[src/rtl/cp_level_reg.sv]
`timescale 1ns/1ps
module cp_level_reg #(
    parameter int LEVEL_W = 5
) (
    input  logic               clk,
    input  logic               rst,
    input  logic               inc,
    input  logic               dec,
    output logic [LEVEL_W-1:0] level_q
);

    localparam logic [LEVEL_W-1:0] LVL_TOP   = '1;
    localparam logic [LEVEL_W-1:0] LVL_FLOOR = '0;

    always_ff @(posedge clk) begin
        if (rst) begin
            level_q <= LVL_FLOOR;
        end else if (inc && (level_q != LVL_TOP)) begin
            level_q <= level_q + 1'b1;
        end else if (dec && (level_q != LVL_FLOOR)) begin
            level_q <= level_q - 1'b1;
        end
    end

    // raising at the top rail keeps the code at the rail
    a_r4_ceiling: assert property (@(posedge clk) disable iff (rst)
        (inc && level_q == LVL_TOP) |=> (level_q == LVL_TOP));

    // lowering at the bottom rail keeps the code at the rail
    a_r5_floor: assert property (@(posedge clk) disable iff (rst)
        (dec && level_q == LVL_FLOOR) |=> (level_q == LVL_FLOOR));

    // raise and lower are never requested together
    a_r4_exclusive_move: assert property (@(posedge clk) disable iff (rst)
        !(inc && dec));

endmodule

[config.mk]
export PLATFORM = sky130hd
export DESIGN_NAME = cp_level_reg
export DESIGN_NICKNAME = d
export VERILOG_FILES = /design/src/rtl/cp_level_reg.sv
export SDC_FILE = /design/constraint.sdc
export NUM_CORES = 1
export LEC_CHECK = 0
export BUFFER_PORTS_ARGS = -buffer_cell sky130_fd_sc_hd__buf_2
export CORE_AREA = 2 2 39 41
export CTS_CLUSTER_DIAMETER = 150
export DETAILED_ROUTE_END_ITERATION = 8
export DIE_AREA = 0 0 41 43
export MAX_ROUTING_LAYER = met4
export SYNTH_ARGS = -nofsm -noshare
export SYNTH_HDL_FRONTEND = slang
export SYNTH_SLANG_ARGS = --single-unit
[constraint.sdc]
create_clock -name clk -period 3 [get_ports clk]
set_clock_uncertainty 0.15 [all_clocks]
set_input_delay 0.3 -clock clk [delete_from_list [all_inputs] [get_ports clk]]
set_output_delay 0.3 -clock clk [all_outputs]
set_load 0.01 [all_outputs]
# Word-level counts from Yosys, hierarchy flattened
# Index checks and enable logic that the tools add are counted.
[word_totals]
regBits = 5
word_cells = 10
in_bits = 4
output_inout_bits = 5
[op_classes]
n_eq_ne = 1
n_mux = 2
n_reduce_logical = 4
add_sub_neg = 2
[ops]
columns = ["op", "n"]
rows = [
  ["two-way mux 5 bit", 2],
  ["adder 5 x 1 -> 5 bit, second input constant", 1],
  ["inequality test 5 bit, second input constant", 1],
  ["nonzero test 5 bit", 1],
  ["subtractor 5 x 1 -> 5 bit, second input constant", 1],
  ["logical AND 1 bit", 2],
  ["nonzero test 2 bit", 1],
]

# Longest topological paths before layout
[logic_depth]
word_depth = 4
depth_mapped = 8
mapped_depth_nobuf = 8

# Least setup slack after synthesis
# OpenSTA, ideal clock, no wires.
[synth_timing]
path_kind = "reg-to-reg"
start = "reg level_q[0]"
end = "reg level_q[4]"
path_stages_with_launch = 9
n_path_buf = 0
arrival_ns = 2.071
setup_time_ns = 0.121
slack_ns = 0.659
cell_sequence = "dfxtp_1 -> nand3_1 -> o21ai_0 -> ha_1 -> a21o_1 -> a21oi_1 -> nor2_1 -> nor3_1 -> nor3_2"
[synth_between]
elab_chain_cells = 3
word_cells_on_any_way = 9
cone_classes = "add/sub (2); eq/ne (1); mux (2); reduce/logical (4)"
[synth_lines]
columns = ["element", "line", "text"]
rows = [
  ["from (decl)", "9", "output logic [LEVEL_W-1:0] level_q"],
  ["from (signal assigned)", "19", "level_q <= level_q + 1'b1;"],
  ["from (signal assigned)", "21", "level_q <= level_q - 1'b1;"],
  ["subtractor 5 x 1 -> 5 bit (tied with other cells)", "21", ""],
  ["two-way mux 5 bit (tied with other cells)", "20", "end else if (dec && (level_q != LVL_FLOOR)) begin"],
  ["two-way mux 5 bit or nonzero test 2 bit (tied branches)", "-", ""],
]
# Several ways; a longest one is shown, not always the timed one. The select of a mux whose other input is x is not followed.
# A chain may end at the register's enable or synchronous reset.

# Worst setup path in the final report
# Same ends and word-level chain as after synthesis.

==> flow_summary.ini <==
[run_status]
outcome = finished, final reports clean

[layout]
largest_register_ffs = 5
regMostFlops = level_q
final_cells = 63
drive_above_1_share_pct = 34.04
top_regs = level_q: 5 flops
layout_commonest_cell = buf_2
n_fill_cell = 156
nets = 56
diodes = 0
area_growth_pct = 29.57
final_cell_mix = buf_2, nor2_1, dfxtp_1

[timing]
finalSetupTns_ns = 0
hold_slack_ns = 0.1268
post-route-period-util_pct = 71.63
layout_setup_ws_ns = 0.8510
slew_headroom_pct = 83.00
fmax_ghz = 0.4653
tightest_slew_ns = 0.2547
setup_viol = 0
maxSlewViolCount = 0
timing.final.crit_period_ns = 2.149
hold_violations = 0
rsz0062_at_grt = no

[pwr]
power_frac_clock_pct = 20.9
power.leakage_nw = 0.2075
peakVddDrop_uv = 197.5
switching_share_pct = 40.63
p_per_area_nw_per_um2 = 933.9
switchingPower_mw = 0.1581
pwr-share-seq_pct = 33.7
internal_power_mw = 0.2310
comb_power_share_pct = 45.4

[worst_setup_path]
crit_chain = nand3_1 -> o21ai_0 -> buf_4 -> ha_1 -> a21o_1 -> a21oi_1 -> and3b_1 -> o21a_1 -> nor3_2
worst-setup-path-type = flop to flop
crit_required_ns = 2.99
end_kind = flop
crit_arrival_ns = 2.14
path_delay_family = compound AO/OA/AOI/OAI gates
path_buf_inv = 1
crit_slowest_cell = dfxtp_1
max_stage_delay_ns = 0.46
start_kind = flop
cp_max_fo = 7

[grt]
grt_usage_pct = 10.39
grt_pass1_wl_mm = 1.104
antenna_found_initial = 0
grt_overflow = 0
grt_pass1_vias = 267
grt_max_degree = 8

[synth]
netlist_area_sq_um = 321.6
synth-simple-area-share_pct = 19.46
synth-compound-area-share_pct = 17.12
syn_inst = 34
ys_seq_area_share_pct = 31.13
syn_nets = 42
syn_area_per_cell_sq_um = 9.458
ys_types = 19
synth_mux_area_share_pct = 6.226
synth_xor_area_share_pct = 8.171
ys_seq_elements = 5
ys_warn_count = 0
synthAdderAreaFrac_pct = 17.90
synth_top_family_by_area = simple AND/OR/NAND/NOR gates

[routing]
dr.pass1.iters = 2
wl_met1_microns = 329
route.met2.wl_microns = 311
via_per_inst = 4.730
routed_wl_microns = 710
highest_layer = met4
ant_nets = 0
wire_per_inst_microns = 11.27
vias = 298
dr_wl_met3_microns = 46
drtIter0Drc = 3
remaining_drc_errors = 0

[cts]
holdBufCountCts = 0
cts-root-buf = clkbuf_4
cts_buffer_depth = 2
ctsResizeCount = 0
cts_sinks = 5
cts_htree_levels = 1
cts_tree = yes
clk_latency_ns = 0.25
cts_buffers = 3
postCtsSetupRepairBufs = 0
clk_pin_slew_worst_paths_ns = 0.05

[place]
dp_cells = 59
gp_congestion = 0.6078
portBuffers = 8
hpwl_microns = 559.8
post-place-ws_ns = 0.8364

[die]
core_area_sq_um = 1384
ios = 9
die_h_microns = 43
die_w_microns = 41
dieArea_sq_um = 1763
start_util_pct = 23.24
num_rows = 14

[min_path]
min_path_type = input port to flop

[run]
maxCapViolations = 0
## power by group through the flow
stage / sequential (mW) / clock (mW) / combinational (mW)
after detailed placement: 0.134 / 0 / 0.179
after global placement: 0.131 / 0 / 0.174
after CTS: 0.132 / 0.0856 / 0.180
final: 0.131 / 0.0815 / 0.177
after global routing: 0.137 / 0.0894 / 0.201
after floorplan: 0.134 / 0 / 0.122
## per-stage QoR
| stage | instance area [sq um] | util (%) | total power [mW] |
|---|---|---|---|
| finish | 416.7 | 30.11 | 0.3891 |
| global route | 416.7 | 30.11 | 0.4276 |
| CTS | 416.7 | 30.11 | 0.3983 |
| detailed placement | 389.1 | 28.12 | 0.3133 |
| global placement | 389.1 | 28.12 | 0.3058 |
| floorplan | 321.6 | - | 0.2555 |
## metal layers
layer | GRT usage [%] | vias to the layer above
li1 | - | 149
met1 | 10.93 | 136
met2 | 13.44 | 11
met3 | 3.141 | 2
met4 | 12.00 | 0
met5 | - | -
## cell usage after synthesis (all sizes together)
| master | n | share of area (%) |
|---|---|---|
| dfxtp | 5 | 31 |
| nor2 | 5 | 5.8 |
| ha | 3 | 12 |
| xnor2 | 3 | 8.2 |
| a21o | 2 | 5.1 |
| a21oi | 2 | 3.1 |
| mux2i | 2 | 6.2 |
| nand2 | 2 | 2.3 |
| nor3 | 2 | 4.7 |
| o21ai | 2 | 4.3 |
| a211oi | 1 | 2.3 |
| and3b | 1 | 2.7 |
| fa | 1 | 6.2 |
| nand3 | 1 | 1.6 |
| o21a | 1 | 2.3 |
| or4 | 1 | 2.3 |
## worst paths after layout
check                           cells past startpoint    endpoint  slack (ns)       start
worst max register to register                      9  level_q[4]        0.85  level_q[0]
worst min-delay path                                2  level_q[0]        0.13         rst
worst min register to register                      2  level_q[2]        0.41  level_q[2]
worst max-delay path                                9  level_q[4]        0.85  level_q[0]
## cell type report
| class | instances | area, sq um | share of cell area [%] |
|---|---|---|---|
| Sequential cell | 5 | 100.1 | 24.02 |
| Timing Repair Buffer | 9 | 47.55 | 11.41 |
| Clock buffer | 3 | 22.52 | 5.405 |
| Multi-Input combinational cell | 29 | 221.5 | 53.15 |
| Clock inverter | 1 | 5.005 | 1.201 |
| Tap cell | 16 | 20.02 | 4.805 |
## worst register-to-register path, stage by stage, from the launching register on
cell and delay, ns:
dfxtp_1 0.46, nand3_1 0.10, o21ai_0 0.18, buf_4 0.18, ha_1 0.27, a21o_1 0.17, a21oi_1 0.17, and3b_1 0.20
o21a_1 0.13, nor3_2 0.04
## kinds of logic after synthesis
logic type,count (synthesis)
flip-flops,5
AO/OA/AOI/OAI,8
XOR/XNOR,3
AND/OR/NAND/NOR,12
multiplexers,2
adder cells (fa/ha/maj),4
No activity file was read; power rests on OpenSTA's default activity.
